[config.mk]
export PLATFORM = sky130hd
export DESIGN_NAME = clkprog_rx
export DESIGN_NICKNAME = d
export VERILOG_FILES = /design/src/rtl/clkprog_pkg.sv /design/src/rtl/cp_pin_sync.sv /design/src/rtl/cp_watchdog.sv /design/src/rtl/cp_frame_fsm.sv /design/src/rtl/cp_target_regs.sv /design/src/rtl/clkprog_rx.sv
export SDC_FILE = /design/constraint.sdc
export NUM_CORES = 1
export LEC_CHECK = 0
export BUFFER_PORTS_ARGS = -buffer_cell sky130_fd_sc_hd__clkbuf_2
export CAP_MARGIN = 20
export CORE_MARGIN = 10
export CORE_UTILIZATION = 50
export DETAILED_ROUTE_END_ITERATION = 8
export GPL_ROUTABILITY_DRIVEN = 0
export PLACE_DENSITY = 0.77
export SLEW_MARGIN = 10
export SYNTH_ARGS = -nofsm -noshare
export SYNTH_HDL_FRONTEND = slang
export SYNTH_HIERARCHICAL = 1
export SYNTH_SLANG_ARGS = --single-unit
[constraint.sdc]
create_clock -name clk -period 2.9 [get_ports clk]
set_input_delay 0.725 -clock clk [delete_from_list [all_inputs] [get_ports clk]]
set_output_delay 0.725 -clock clk [all_outputs]
set_load 0.005 [all_outputs]
[src/rtl/clkprog_pkg.sv]
package clkprog_pkg;
  localparam int PAY_W  = 21;
  localparam int ADR_W  = 3;
  localparam int N_ADR  = 1 << ADR_W;
  localparam logic [N_ADR-1:0] ADR_VALID = 8'b0101_1111;

  typedef enum logic [1:0] {
    ST_LOCKED = 2'd0,
    ST_SHIFT  = 2'd1,
    ST_FULL   = 2'd2
  } rx_state_e;

  function automatic logic [PAY_W-1:0] reset_value(input int adr);
    case (adr)
      4:       reset_value = PAY_W'(8);
      6:       reset_value = PAY_W'(32);
      default: reset_value = '0;
    endcase
  endfunction
endpackage

[src/rtl/cp_pin_sync.sv]
module cp_pin_sync #(
  parameter int WIDTH  = 2,
  parameter int STAGES = 2
) (
  input  logic             clk,
  input  logic             rst,
  input  logic [WIDTH-1:0] pin_i,
  output logic [WIDTH-1:0] lvl_o,
  output logic [WIDTH-1:0] rise_o,
  output logic [WIDTH-1:0] fall_o
);
  logic [WIDTH-1:0] stage_q [STAGES];
  logic [WIDTH-1:0] prev_q;

  always_ff @(posedge clk) begin
    if (rst) begin
      for (int s = 0; s < STAGES; s++) stage_q[s] <= '1;
      prev_q <= '1;
    end else begin
      stage_q[0] <= pin_i;
      for (int s = 1; s < STAGES; s++) stage_q[s] <= stage_q[s-1];
      prev_q <= stage_q[STAGES-1];
    end
  end

  genvar g;
  generate
    for (g = 0; g < WIDTH; g++) begin : g_edge
      assign lvl_o[g]  = stage_q[STAGES-1][g];
      assign rise_o[g] = stage_q[STAGES-1][g] & ~prev_q[g];
      assign fall_o[g] = ~stage_q[STAGES-1][g] & prev_q[g];
    end
  endgenerate
endmodule

[src/rtl/cp_watchdog.sv]
module cp_watchdog #(
  parameter int LIMIT = 500000
) (
  input  logic clk,
  input  logic rst,
  input  logic active_i,
  input  logic kick_i,
  output logic expire_o
);
  localparam int CW = $clog2(LIMIT + 1);
  localparam logic [CW-1:0] LIM = CW'(LIMIT);

  logic [CW-1:0] cnt_q;

  always_ff @(posedge clk) begin
    if (rst || kick_i || !active_i) cnt_q <= '0;
    else if (cnt_q != LIM)           cnt_q <= cnt_q + 1'b1;
  end

  assign expire_o = active_i && (cnt_q == LIM);

  AST_WD_BOUND: assert property (@(posedge clk) disable iff (rst)
    cnt_q <= LIM) else $error("watchdog count past limit");
endmodule

[src/rtl/cp_frame_fsm.sv]
module cp_frame_fsm
  import clkprog_pkg::*;
#(
  parameter int DATA_W  = PAY_W,
  parameter int ADDR_W  = ADR_W,
  parameter int PRE_MIN = 5
) (
  input  logic                     clk,
  input  logic                     rst,
  input  logic                     pd_i,
  input  logic                     wd_exp_i,
  input  logic                     ck_rise_i,
  input  logic                     ck_fall_i,
  input  logic                     dt_i,
  output logic                     active_o,
  output logic                     ld_fire_o,
  output logic                     err_fire_o,
  output logic [DATA_W+ADDR_W-1:0] word_o
);
  localparam int WORD_W = DATA_W + ADDR_W;
  localparam int CNT_W  = $clog2(WORD_W + 1);
  localparam int PRE_W  = $clog2(PRE_MIN + 1);
  localparam logic [CNT_W-1:0] LAST_BIT = CNT_W'(WORD_W - 1);
  localparam logic [PRE_W-1:0] PRE_SAT  = PRE_W'(PRE_MIN);

  rx_state_e         state_q;
  logic [PRE_W-1:0]  pre_q;
  logic [CNT_W-1:0]  bit_q;
  logic [WORD_W-1:0] sreg_q;
  logic              comp_q;
  logic              fall_seen_q;
  logic              blocked;
  logic              shift_bad;
  logic              full_bad;

  assign blocked    = pd_i || wd_exp_i;
  assign shift_bad  = (state_q == ST_SHIFT) && ck_rise_i && (!fall_seen_q || comp_q == dt_i);
  assign full_bad   = (state_q == ST_FULL) &&
                      ((ck_fall_i && !dt_i) || (ck_rise_i && !(fall_seen_q && dt_i)));
  assign err_fire_o = !blocked && (shift_bad || full_bad);
  assign ld_fire_o  = !blocked && (state_q == ST_FULL) && ck_rise_i && fall_seen_q && dt_i;
  assign active_o   = (state_q != ST_LOCKED) || (pre_q != '0);
  assign word_o     = sreg_q;

  always_ff @(posedge clk) begin
    if (rst) begin
      state_q     <= ST_LOCKED;
      pre_q       <= '0;
      bit_q       <= '0;
      sreg_q      <= '0;
      comp_q      <= 1'b0;
      fall_seen_q <= 1'b0;
    end else if (blocked || err_fire_o || ld_fire_o) begin
      state_q     <= ST_LOCKED;
      pre_q       <= '0;
      fall_seen_q <= 1'b0;
    end else begin
      case (state_q)
        ST_LOCKED: begin
          if (ck_rise_i) begin
            if (dt_i) begin
              if (pre_q != PRE_SAT) pre_q <= pre_q + 1'b1;
            end else if (pre_q == PRE_SAT) begin
              state_q     <= ST_SHIFT;
              bit_q       <= '0;
              fall_seen_q <= 1'b0;
              pre_q       <= '0;
            end else begin
              pre_q <= '0;
            end
          end
        end
        ST_SHIFT: begin
          if (ck_fall_i) begin
            comp_q      <= dt_i;
            fall_seen_q <= 1'b1;
          end else if (ck_rise_i) begin
            sreg_q      <= {dt_i, sreg_q[WORD_W-1:1]};
            bit_q       <= bit_q + 1'b1;
            fall_seen_q <= 1'b0;
            if (bit_q == LAST_BIT) state_q <= ST_FULL;
          end
        end
        ST_FULL: begin
          if (ck_fall_i) fall_seen_q <= 1'b1;
        end
        default: state_q <= ST_LOCKED;
      endcase
    end
  end

  AST_BITCNT_RANGE: assert property (@(posedge clk) disable iff (rst)
    bit_q <= CNT_W'(WORD_W)) else $error("bit counter beyond word");
  AST_TIMEOUT_RELOCK: assert property (@(posedge clk) disable iff (rst)
    wd_exp_i |=> (state_q == ST_LOCKED) && (pre_q == '0)) else $error("no relock on timeout");
  AST_PD_LOCKED: assert property (@(posedge clk) disable iff (rst)
    pd_i |=> state_q == ST_LOCKED) else $error("unlocked during power-down");
endmodule

[src/rtl/cp_target_regs.sv]
module cp_target_regs
  import clkprog_pkg::*;
#(
  parameter int DATA_W = PAY_W,
  parameter int NADR   = N_ADR,
  parameter logic [NADR-1:0] VALID = ADR_VALID
) (
  input  logic              clk,
  input  logic              rst,
  input  logic [NADR-1:0]   we_i,
  input  logic [DATA_W-1:0] wdata_i,
  output logic [DATA_W-1:0] regs_o [NADR]
);
  genvar k;
  generate
    for (k = 0; k < NADR; k++) begin : g_reg
      if (VALID[k]) begin : g_live
        logic [DATA_W-1:0] r_q;
        always_ff @(posedge clk) begin
          if (rst)        r_q <= DATA_W'(reset_value(k));
          else if (we_i[k]) r_q <= wdata_i;
        end
        assign regs_o[k] = r_q;

        AST_REG_UPDATE: assert property (@(posedge clk) disable iff (rst)
          we_i[k] |=> r_q == $past(wdata_i)) else $error("register missed write");
      end else begin : g_hole
        assign regs_o[k] = '0;
      end
    end
  endgenerate
endmodule

[src/rtl/clkprog_rx.sv]
module clkprog_rx
  import clkprog_pkg::*;
#(
  parameter int WD_CYCLES = 500000,
  parameter int PRE_MIN   = 5,
  parameter int SYNC_FF   = 2
) (
  input  logic             clk,
  input  logic             rst,
  input  logic             pwr_down_i,
  input  logic             ser_ck_i,
  input  logic             ser_dt_i,
  output logic [N_ADR-1:0] wr_stb_o,
  output logic [ADR_W-1:0] wr_addr_o,
  output logic [PAY_W-1:0] wr_data_o,
  output logic             err_o,
  output logic [PAY_W-1:0] vid0_o,
  output logic [PAY_W-1:0] vid1_o,
  output logic [PAY_W-1:0] vid2_o,
  output logic [PAY_W-1:0] mem_o,
  output logic [PAY_W-1:0] pdiv_o,
  output logic [PAY_W-1:0] ctrl_o
);
  localparam int WORD_W = PAY_W + ADR_W;

  logic [1:0]        lvl, rise, fall;
  logic              active, wd_exp, ld_fire, err_fire;
  logic [WORD_W-1:0] word;
  logic [ADR_W-1:0]  ld_adr;
  logic              adr_ok;
  logic [N_ADR-1:0]  dec;
  logic [PAY_W-1:0]  regs [N_ADR];

  cp_pin_sync #(.WIDTH(2), .STAGES(SYNC_FF)) i_sync (
    .clk(clk), .rst(rst), .pin_i({ser_dt_i, ser_ck_i}),
    .lvl_o(lvl), .rise_o(rise), .fall_o(fall)
  );

  cp_watchdog #(.LIMIT(WD_CYCLES)) i_wd (
    .clk(clk), .rst(rst), .active_i(active),
    .kick_i(|(rise | fall)), .expire_o(wd_exp)
  );

  cp_frame_fsm #(.DATA_W(PAY_W), .ADDR_W(ADR_W), .PRE_MIN(PRE_MIN)) i_fsm (
    .clk(clk), .rst(rst), .pd_i(pwr_down_i), .wd_exp_i(wd_exp),
    .ck_rise_i(rise[0]), .ck_fall_i(fall[0]), .dt_i(lvl[1]),
    .active_o(active), .ld_fire_o(ld_fire), .err_fire_o(err_fire), .word_o(word)
  );

  assign ld_adr = word[WORD_W-1 -: ADR_W];
  assign adr_ok = ADR_VALID[ld_adr];

  genvar g;
  generate
    for (g = 0; g < N_ADR; g++) begin : g_dec
      assign dec[g] = ADR_VALID[g] && (ld_adr == ADR_W'(g));
    end
  endgenerate

  always_ff @(posedge clk) begin
    if (rst) begin
      wr_stb_o  <= '0;
      wr_addr_o <= '0;
      wr_data_o <= '0;
      err_o     <= 1'b0;
    end else begin
      wr_stb_o <= ld_fire ? dec : '0;
      err_o    <= err_fire || (ld_fire && !adr_ok);
      if (ld_fire) begin
        wr_addr_o <= ld_adr;
        wr_data_o <= word[PAY_W-1:0];
      end
    end
  end

  cp_target_regs #(.DATA_W(PAY_W), .NADR(N_ADR), .VALID(ADR_VALID)) i_regs (
    .clk(clk), .rst(rst), .we_i(wr_stb_o), .wdata_i(wr_data_o), .regs_o(regs)
  );

  assign vid0_o = regs[0];
  assign vid1_o = regs[1];
  assign vid2_o = regs[2];
  assign mem_o  = regs[3];
  assign pdiv_o = regs[4];
  assign ctrl_o = regs[6];

  AST_STB_ONEHOT: assert property (@(posedge clk) disable iff (rst)
    $onehot0(wr_stb_o)) else $error("strobe not one-hot");
  AST_ERR_NO_STB: assert property (@(posedge clk) disable iff (rst)
    !(err_o && (wr_stb_o != '0))) else $error("error with strobe");
  AST_PD_NO_WRITE: assert property (@(posedge clk) disable iff (rst)
    pwr_down_i |=> wr_stb_o == '0) else $error("write during power-down");
endmodule

# Word-level counts from Yosys, hierarchy flattened

Memories as Yosys holds them, arrays and structs flattened. A register that Yosys moved wholly into a read port is not among the register bits.
Index checks and enable logic that the tools add are counted.

Register bits after elaboration: 216
Latch bits: 0
Bits in writable memories: 4
Memory bits (read-only): 8
Bits of input ports: 5
Memories: 2

$add $sub $neg: 3
Multipliers: 0
Div/mod/pow operators: 0
Order comparisons: 1
Eq/ne operators: 22
Shifts and indexed selects: 0
Muxes and demuxes: 30
Bitwise gates (word level): 15
Reduce and logical (&&, ||, !) cells: 44

Memories:

| memory          | depth | bits a word | rd ports | clocked after memory_dff | write ports | RTL line          | text |
|---|---|---|---|---|---|---|---|
| (no name shown) | 8     | 1           | 1        | 1                        | 0           | clkprog_rx.sv:51  | `assign adr_ok = ADR_VALID[ld_adr];` |
| i_sync.stage_q  | 2     | 2           | 2        | 0                        | 2           | cp_pin_sync.sv:12 | `logic [WIDTH-1:0] stage_q [STAGES];` |

Operators by type and width:

| kind                    | count |
|---|---|
| $mux W5                 | 5 |
| $add A19 B1 Y19 const B | 1 |
| $eq A19 B19 Y1 const B  | 1 |
| $ne A19 B19 Y1 const B  | 1 |
| $mux W2                 | 8 |
| $reduce_and A7 Y1       | 2 |
| $logic_and A1 B1 Y1     | 13 |
| $mux W3                 | 4 |
| $logic_or A1 B1 Y1      | 10 |
| $mux W1                 | 10 |
| $ne A2 B1 Y1 const B    | 5 |
| $pmux W5 S2             | 1 |
| $eq A3 B3 Y1 const B    | 3 |
| $not A1 Y1              | 8 |
| $eq A3 B2 Y1 const B    | 2 |
| $logic_not A1 Y1        | 6 |
| $ne A2 B2 Y1 const B    | 3 |
| $pmux W2 S3             | 1 |
| $reduce_and A3 Y1       | 2 |
| $reduce_and A6 Y1       | 1 |
| $reduce_bool A3 Y1      | 2 |
| $reduce_or A2 Y1        | 3 |
| $add A5 B1 Y5 const B   | 1 |
| $eq A5 B5 Y1 const B    | 1 |
| other kinds (16)        | 21 |

# Longest topological paths before layout

Gate-level depths: netlist (run 1).

Word-level depth: 14
Depth in mapped cells: 12

# By module

The synthesis (run 1) kept the hierarchy.

By module, submodules not included:

| module         | times used | cells each | area each (µm²) | sequential area each (µm²) |
|---|---|---|---|---|
| cp_target_regs | 1          | 453        | 4971.0          | 2522.4 |
| cp_frame_fsm   | 1          | 191        | 1788.0          | 720.7 |
| clkprog_rx     | 1          | 100        | 1099.8          | 620.6 |
| cp_watchdog    | 1          | 107        | 932.1           | 380.4 |
| cp_pin_sync    | 1          | 18         | 197.7           | 120.1 |

# Worst setup path after synthesis (run 1)

OpenSTA, ideal clock, no wires.

Path kind: reg-to-reg
From: register i_wd.cnt_q[8]
To: register i_fsm.bit_q[0]
Library setup time: 0.114 ns
Data arrival time: 2.296 ns
Data required time: 2.786 ns
Setup slack: 0.490 ns
Stages on the path, launching flop included: 11
Path buffers: 1
Path through: dfxtp_1 inv_2 or4_4 nor4_4 and2_1 nor2_1 and2_1 and4_1 buf_2 and2_1 a21o_1

Word-level cells in the longest chain between the ends: 11

RTL lines:

| element                           | RTL line                               | text |
|---|---|---|
| from (decl)                       | cp_watchdog.sv:13                      | `logic [CW-1:0] cnt_q;` |
| from (signal assigned)            | cp_watchdog.sv:17                      | `else if (cnt_q != LIM) cnt_q <= cnt_q + 1'b1;` |
| $eq A19 B19 Y1 *                  | cp_watchdog.sv:20                      | `assign expire_o = active_i && (cnt_q == LIM);` |
| $logic_and A1 B1 Y1 *             | cp_watchdog.sv:20                      |  |
| net wd_exp                        | clkprog_rx.sv:27                       | `logic active, wd_exp, ld_fire, err_fire;` |
| $logic_or A1 B1 Y1 *              | cp_frame_fsm.sv:36                     | `assign blocked = pd_i \|\| wd_exp_i;` |
| $logic_not A1 Y1                  | cp_frame_fsm.sv:40, cp_frame_fsm.sv:41 |  |
| $logic_and A1 B1 Y1 (4 in series) | cp_frame_fsm.sv:41                     | `assign ld_fire_o = !blocked && (state_q == ST_FULL) && ck_rise_i && fall_seen_q && dt_i;` |
| $logic_or A1 B1 Y1 *              | cp_frame_fsm.sv:53                     | `end else if (blocked \|\| err_fire_o \|\| ld_fire_o) begin` |
| $not A1 Y1 (no line) *            | --                                     |  |
| $reduce_and A7 Y1 (no line) *     | --                                     |  |
| to (signal assigned)              | cp_frame_fsm.sv:79                     | `bit_q <= bit_q + 1'b1;` |
| to (decl)                         | cp_frame_fsm.sv:28                     | `logic [CNT_W-1:0] bit_q;` |

Mark *: on every way through the listed nets, which the timed path passes. The rest lies on a longest branch.
A chain may end at the register's enable or synchronous reset.

# Worst setup path after layout (run 1)

From: register i_wd.cnt_q[0]
To: register wr_data_o[7]

Word-level cells in the longest chain between the ends: 8

RTL lines:

| element                           | RTL line           | text |
|---|---|---|
| $eq A19 B19 Y1                    | cp_watchdog.sv:20  |  |
| $logic_and A1 B1 Y1               | cp_watchdog.sv:20  |  |
| net wd_exp                        | clkprog_rx.sv:27   |  |
| $logic_or A1 B1 Y1                | cp_frame_fsm.sv:36 |  |
| $logic_not A1 Y1                  | cp_frame_fsm.sv:41 |  |
| $logic_and A1 B1 Y1 (4 in series) | cp_frame_fsm.sv:41 |  |
| net ld_fire                       | clkprog_rx.sv:27   |  |
| to (signal assigned)              | clkprog_rx.sv:71   | `wr_data_o <= word[PAY_W-1:0];` |
| to (decl)                         | clkprog_rx.sv:15   | `output logic [PAY_W-1:0] wr_data_o,` |

The timed path passes the listed nets, and every way through them passes these cells.

==> results.py, run 1 <==
metrics = {
    "setup_path": {
        "crit_type": "flop to flop",
        "reg2reg_slack_ns": 0.45,
        "r2r-end": "wr_data_o[7]",
        "crit_path_end_kind": "flop",
        "rr_startpoint": "i_wd/cnt_q[0]",
        "cp-start-kind": "flop",
        "reg2reg_depth": 10,
        "arrival_ns": 2.80,
        "path_max_fanout": 14,
        "required_ns": 3.25,
    },
    "floorplanning": {
        "start_util": 0.506,
        "die_w_um": 152,
        "std_cell_rows": 48,
        "die_y_um": 152,
        "core_area_um2": 17100,
        "pin_count": 164,
        "dieArea_um2": 23000,
    },
    "synth": {
        "avgSynthCellArea_um2": 10.5,
        "syn-instance-count": 825,
        "synth_warnings": 6,
        "synth.cell_area_um2": 8660,
    },
    "route": {
        "drt_iter0_markers": 331,
        "post-route-drc-count": 0,
        "wire_per_inst_um": 16.4,
        "viasPerCell": 5.11,
        "routed_wl_um": 20100,
        "drtPass1Iterations": 5,
        "vias": 6250,
        "drt.antenna.violating_nets": 0,
    },
    "global_routing": {
        "grt_usage": 0.165,
        "grt_pass1_wl_um": 31400,
        "grt_max_degree": 115,
        "grt_pass1_vias": 6002,
        "overflow": 0,
        "antenna_found_initial": 0,
    },
    "timing": {
        "final_hold_viol_count": 0,
        "slew_headroom": 0.584,
        "worst-slew-pin-transition_ns": 0.625,
        "drv_slew": 0,
        "skew_ns": 0.0240,
        "fin_crit_sh": 0.845,
        "postLayoutSetupSlackWorst_ns": 0.451,
        "rsz0062_at_grt": "no",
        "setup_viol": 0,
        "min_period_ns": 2.45,
        "setup-tns-final_ns": 0,
        "fmax_mhz": 408,
    },
    "job": {
        "cap_viol_max_count": 0,
    },
    "clock_tree": {
        "insertion_delay_ns": 0.50,
        "numCtsBuffers": 23,
        "cts_root_buffer": "clkbuf_16",
        "post_cts_buffers": 0,
        "clock_sinks": 218,
        "htreeDepth": 1,
        "ctsHoldBuffers": 0,
        "cts_resized": 0,
        "cts_tree": "built",
        "cts_max_path_buffers": 3,
        "clk_pin_slew_ns": 0.06,
    },
    "final_layout": {
        "nets": 997,
        "drive_gt1_frac": 0.239,
        "diodes": 0,
        "synthToLayoutAreaGrowth_pct": 18.1,
    },
    "outcome": {
        "status": "finished, final reports clean",
    },
    "worst_hold_path": {
        "min-delay-start": "ser_dt_i",
        "holdPathStages": 2,
        "whs_endpoint": "i_sync/stage_q[0][1]",
        "worstHoldPathType": "input port to flop",
    },
    "placement": {
        "hpwl_um": 13700,
        "place_ws_ns": 0.137,
        "portBuffers": 161,
    },
    "pwr": {
        "peakVddDrop_v": 0.000410,
        "p_per_area_nw_per_um2": 604,
        "power_leakage_nw": 3.91,
    },
}
## worst max-delay path by stage
stage,end,slack [ns],start
after CTS,wr_data_o[7],0.06,i_wd/cnt_q[0]
after global placement,wr_data_o[4],0.20,i_wd/cnt_q[0]
after detailed placement,wr_data_o[2],0.14,i_wd/cnt_q[0]
after floorplan,i_fsm/bit_q[0],0.49,i_wd/cnt_q[8]
final,wr_data_o[7],0.45,i_wd/cnt_q[0]
after global routing,wr_data_o[3],0.28,i_wd/cnt_q[0]
## critical path, stage by stage, from the launching register on
cell and delay [ns]:
dfxtp_1 0.32, inv_1 0.05, ha_1 0.18, or4b_1 0.20, nor4_4 0.05, and2_1 0.17, nor3_2 0.44, buf_4 0.29
buf_4 0.28, mux2i_1 0.24, nor2_1 0.06
## registers in the layout, summed over array words and instances, names as in the netlist
signal	flops
i_regs/g.g_live.r_q	126
i_fsm/word_o	24
wr_data_o	21
i_wd/cnt_q	19
wr_stb_o	6
i_fsm/bit_q	5
i_sync/stage_q	4
i_fsm/pre_q	3
wr_addr_o	3
i_fsm/state_q	2
i_sync/prev_q	2
err_o	1
i_fsm/comp_q	1
i_fsm/fall_seen_q	1
## layout by cell type (no fill, tap or decap), types with 3 or more instances in the layout
cell and instances:
xnor2_1 8, nand4b_1 4, a31oi_1 3, clkbuf_8 4
clkbuf_2 160, nand3b_1 6, and4_1 3, o21ai_0 8
nand4_1 6, inv_1 8, clkbuf_16 23, dfxtp_1 218
and2_1 6, nor4_1 6, nor3_1 6, nand2_1 19
mux2i_1 177, nand3_1 9, buf_4 24, or2_1 6
nor2_1 198, clkinvlp_4 3, nor2b_1 9, nand2b_1 6
ha_1 10, nor4b_1 3, bufinv_16 4, clkinv_2 3
a21oi_1 13, xor2_1 4
## stage by stage
step           hold WS (ns)  cells  power [mW]   util  cell area, µm²
2_1_floorplan         0.383    826        3.13      -            8670
3_3_place_gp          0.389   1181        3.14  0.549            9400
3_5_place_dp          0.393   1181        3.14  0.549            9400
4_1_cts               0.381   1223        6.22  0.597           10200
5_1_grt               0.396   1224        6.35  0.597           10200
6_report              0.394   1224        6.18  0.597           10200
## layout make-up
cell class                      count  area (µm²)
Tap cell                          225         282
Clock inverter                     13         184
Clock buffer                       29         638
Sequential cell                   218        4360
Fill cell                        1420        6890
Multi-Input combinational cell    544        3710
Inverter                            9        33.8
Timing Repair Buffer              186        1010
## layer usage
layer | GRT usage | vias to the layer above | wire length, µm | part of all wire
met2 | 0.290 | 140 | 9660 | 0.48
met4 | 0.0367 | 0 | 227 | 0.011
met1 | 0.208 | 2985 | 8830 | 0.44
met5 | 0 | - | 0 | 0
li1 | - | 3103 | - | -
met3 | 0.0264 | 22 | 1400 | 0.070
## report_power, final
group          leakage [nW]  internal, mW  total, mW  switching (mW)
clock                 0.396          1.92       3.11            1.18
sequential             1.76          3.00       3.00         0.00135
combinational          1.76        0.0153     0.0712          0.0559
total                  3.91          4.94       6.18            1.24
No activity file was read; power rests on OpenSTA's default activity.
==> run 2: changes to the inputs <==
PLACE_DENSITY = 0.8   (was 0.77)
clock period = 2.24 ns   (was 2.9 ns; I/O delays follow)
==> run 2 against run 1 <==
  * Combinational power grew 31%
  * Global-route usage grew 0.76 points
  * Critical path depth is the same
  * Critical endpoint is now i_fsm/bit_q[1]
  * Largest cell class unchanged
  * Highest routed layer unchanged
==> results.py, run 2 (synthesis gave the netlist of run 1 again) <==
metrics = {
    "route": {
        "post-route-drc-count": 0,
        "routed_wl_um": 20700,
        "wire_per_inst_um": 16.6,
        "drtPass1Iterations": 6,
        "drt.antenna.violating_nets": 0,
        "drt_iter0_markers": 339,
        "viasPerCell": 5.20,
        "vias": 6479,
    },
    "final_layout": {
        "nets": 1021,
        "synthToLayoutAreaGrowth_pct": 20.8,
        "mostFrequentLayoutCell": "dfxtp_1",
        "utilization": 0.611,
        "fill_cells": 1366,
        "diodes": 0,
        "final_cell_mix": "dfxtp_1 (216), nor2_1 (197), mux2i_1 (177), clkbuf_2 (160), buf_4 (46)",
        "final_cell_count_no_fill": 1247,
        "largest_register_ffs": 126,
        "drive_gt1_frac": 0.263,
        "top_register": "i_regs/g.g_live.r_q",
    },
    "pwr": {
        "p_per_area_nw_per_um2": 763,
        "peakVddDrop_v": 0.000601,
        "power_leakage_nw": 4.05,
    },
    "timing": {
        "fin_crit_sh": 0.992,
        "slew_headroom": 0.571,
        "skew_ns": 0.0161,
        "rsz0062_at_grt": "yes",
        "drv_slew": 0,
        "final_hold_viol_count": 0,
        "fmax_mhz": 450,
        "min_period_ns": 2.22,
        "setup_viol": 0,
        "setup-tns-final_ns": 0,
        "worst-slew-pin-transition_ns": 0.643,
    },
    "setup_path": {
        "rr_startpoint": "i_wd/cnt_q[0]",
        "reg2reg_depth": 10,
        "crit_start": "i_wd/cnt_q[0]",
        "crit_type": "flop to flop",
        "arrival_ns": 2.62,
        "required_ns": 2.64,
        "cp-start-kind": "flop",
        "reg2reg_slack_ns": 0.02,
        "r2r-end": "i_fsm/bit_q[1]",
        "crit_end": "i_fsm/bit_q[1]",
        "crit_path_end_kind": "flop",
        "path_max_fanout": 6,
    },
    "clock_tree": {
        "cts_max_path_buffers": 3,
        "htreeDepth": 1,
        "clk_pin_slew_ns": 0.05,
        "numCtsBuffers": 23,
        "cts_tree": "built",
        "clock_sinks": 218,
        "ctsHoldBuffers": 0,
        "cts_root_buffer": "clkbuf_16",
        "insertion_delay_ns": 0.52,
    },
    "global_routing": {
        "grt_pass1_vias": 6202,
        "antenna_found_initial": 0,
        "grt_max_degree": 105,
        "grt_pass1_wl_um": 32900,
        "overflow": 0,
        "grt_usage": 0.172,
    },
    "floorplanning": {
        "core_area_um2": 17100,
        "pin_count": 164,
        "std_cell_rows": 48,
        "die_w_um": 152,
        "start_util": 0.506,
        "die_y_um": 152,
        "dieArea_um2": 23000,
    },
    "job": {
        "cap_viol_max_count": 0,
    },
    "placement": {
        "dp_cells": 1204,
        "hpwl_um": 14300,
        "portBuffers": 161,
    },
    "worst_hold_path": {
        "worstHoldPathType": "input port to flop",
    },
    "outcome": {
        "status": "finished, final reports clean",
    },
}
run 2: cell types whose count changed in the layout (fill, tap and decap cells not counted), sizes merged:
cell	delta
buf	+24
bufinv	-1
clkinv	-3
clkinvlp	-3
clkbuf	+6
run 2: worst min-delay path by stage:
stage                          from                    to  slack (ns)  cells past startpoint
2_1_floorplan  i_sync/stage_q[0][0]  i_sync/stage_q[0][2]        0.38                      1
3_3_place_gp   i_sync/stage_q[0][0]  i_sync/stage_q[0][2]        0.39                      1
3_5_place_dp   i_sync/stage_q[0][0]  i_sync/stage_q[0][2]        0.40                      1
4_1_cts                    ser_ck_i  i_sync/stage_q[0][0]        0.22                      2
5_1_grt                    ser_ck_i  i_sync/stage_q[0][0]        0.23                      2
6_report                   ser_ck_i  i_sync/stage_q[0][0]        0.23                      2
run 2: repair_timing:
action / in CTS / in global routing
buffers inserted: 1 / 1
gates cloned: 0 / 0
gates resized for setup: 3 / 4
setup endpoints to repair: 8 / 41
pin swaps: 2 / 4
run 2: power by group:
part	internal, mW	total (mW)	switching, mW
clock network	2.51	4.00	1.50
logic	0.0222	0.0936	0.0714
registers	3.88	3.89	0.00372
run 2: layer usage:
layer  GRT usage  routed length [µm]  vias to the layer above  share of wire
met4      0.0377                 328                        0          0.016
met3      0.0386                1590                       24          0.077
li1            -                   -                     3165              -
met1       0.218                8830                     3107           0.43
met2       0.294                9930                      183           0.48
met5           0                   0                        -              0
run 2: through the flow:
stage	hold WS [ns]	cell area [µm²]	worst slack, ns	total power [mW]
after global routing	0.227	10500	-0.0926	8.24
after detailed placement	0.395	9600	-0.0351	4.06
after floorplan	0.383	8670	-0.0970	4.05
after global placement	0.388	9600	0.00435	4.06
final	0.230	10500	0.0176	7.98
after CTS	0.216	10400	0.0228	8.06
run 2: layout make-up:
type,count,area [µm²],share of cell area
Clock buffer,35,701,0.0670
Clock inverter,6,120,0.0115
Inverter,9,33.8,0.00323
Multi-Input combinational cell,544,3740,0.358
Sequential cell,218,4370,0.417
Tap cell,225,282,0.0269
Timing Repair Buffer,210,1220,0.116
run 2: critical path, stage by stage, from the launching register on:
cell and delay, ns:
dfxtp_2 0.32, inv_2 0.05, ha_1 0.12, or4b_4 0.46, nor4_4 0.26, and2_4 0.22
nor2_4 0.04, and2_1 0.15, and4_4 0.19, and2_4 0.16, a21o_1 0.14
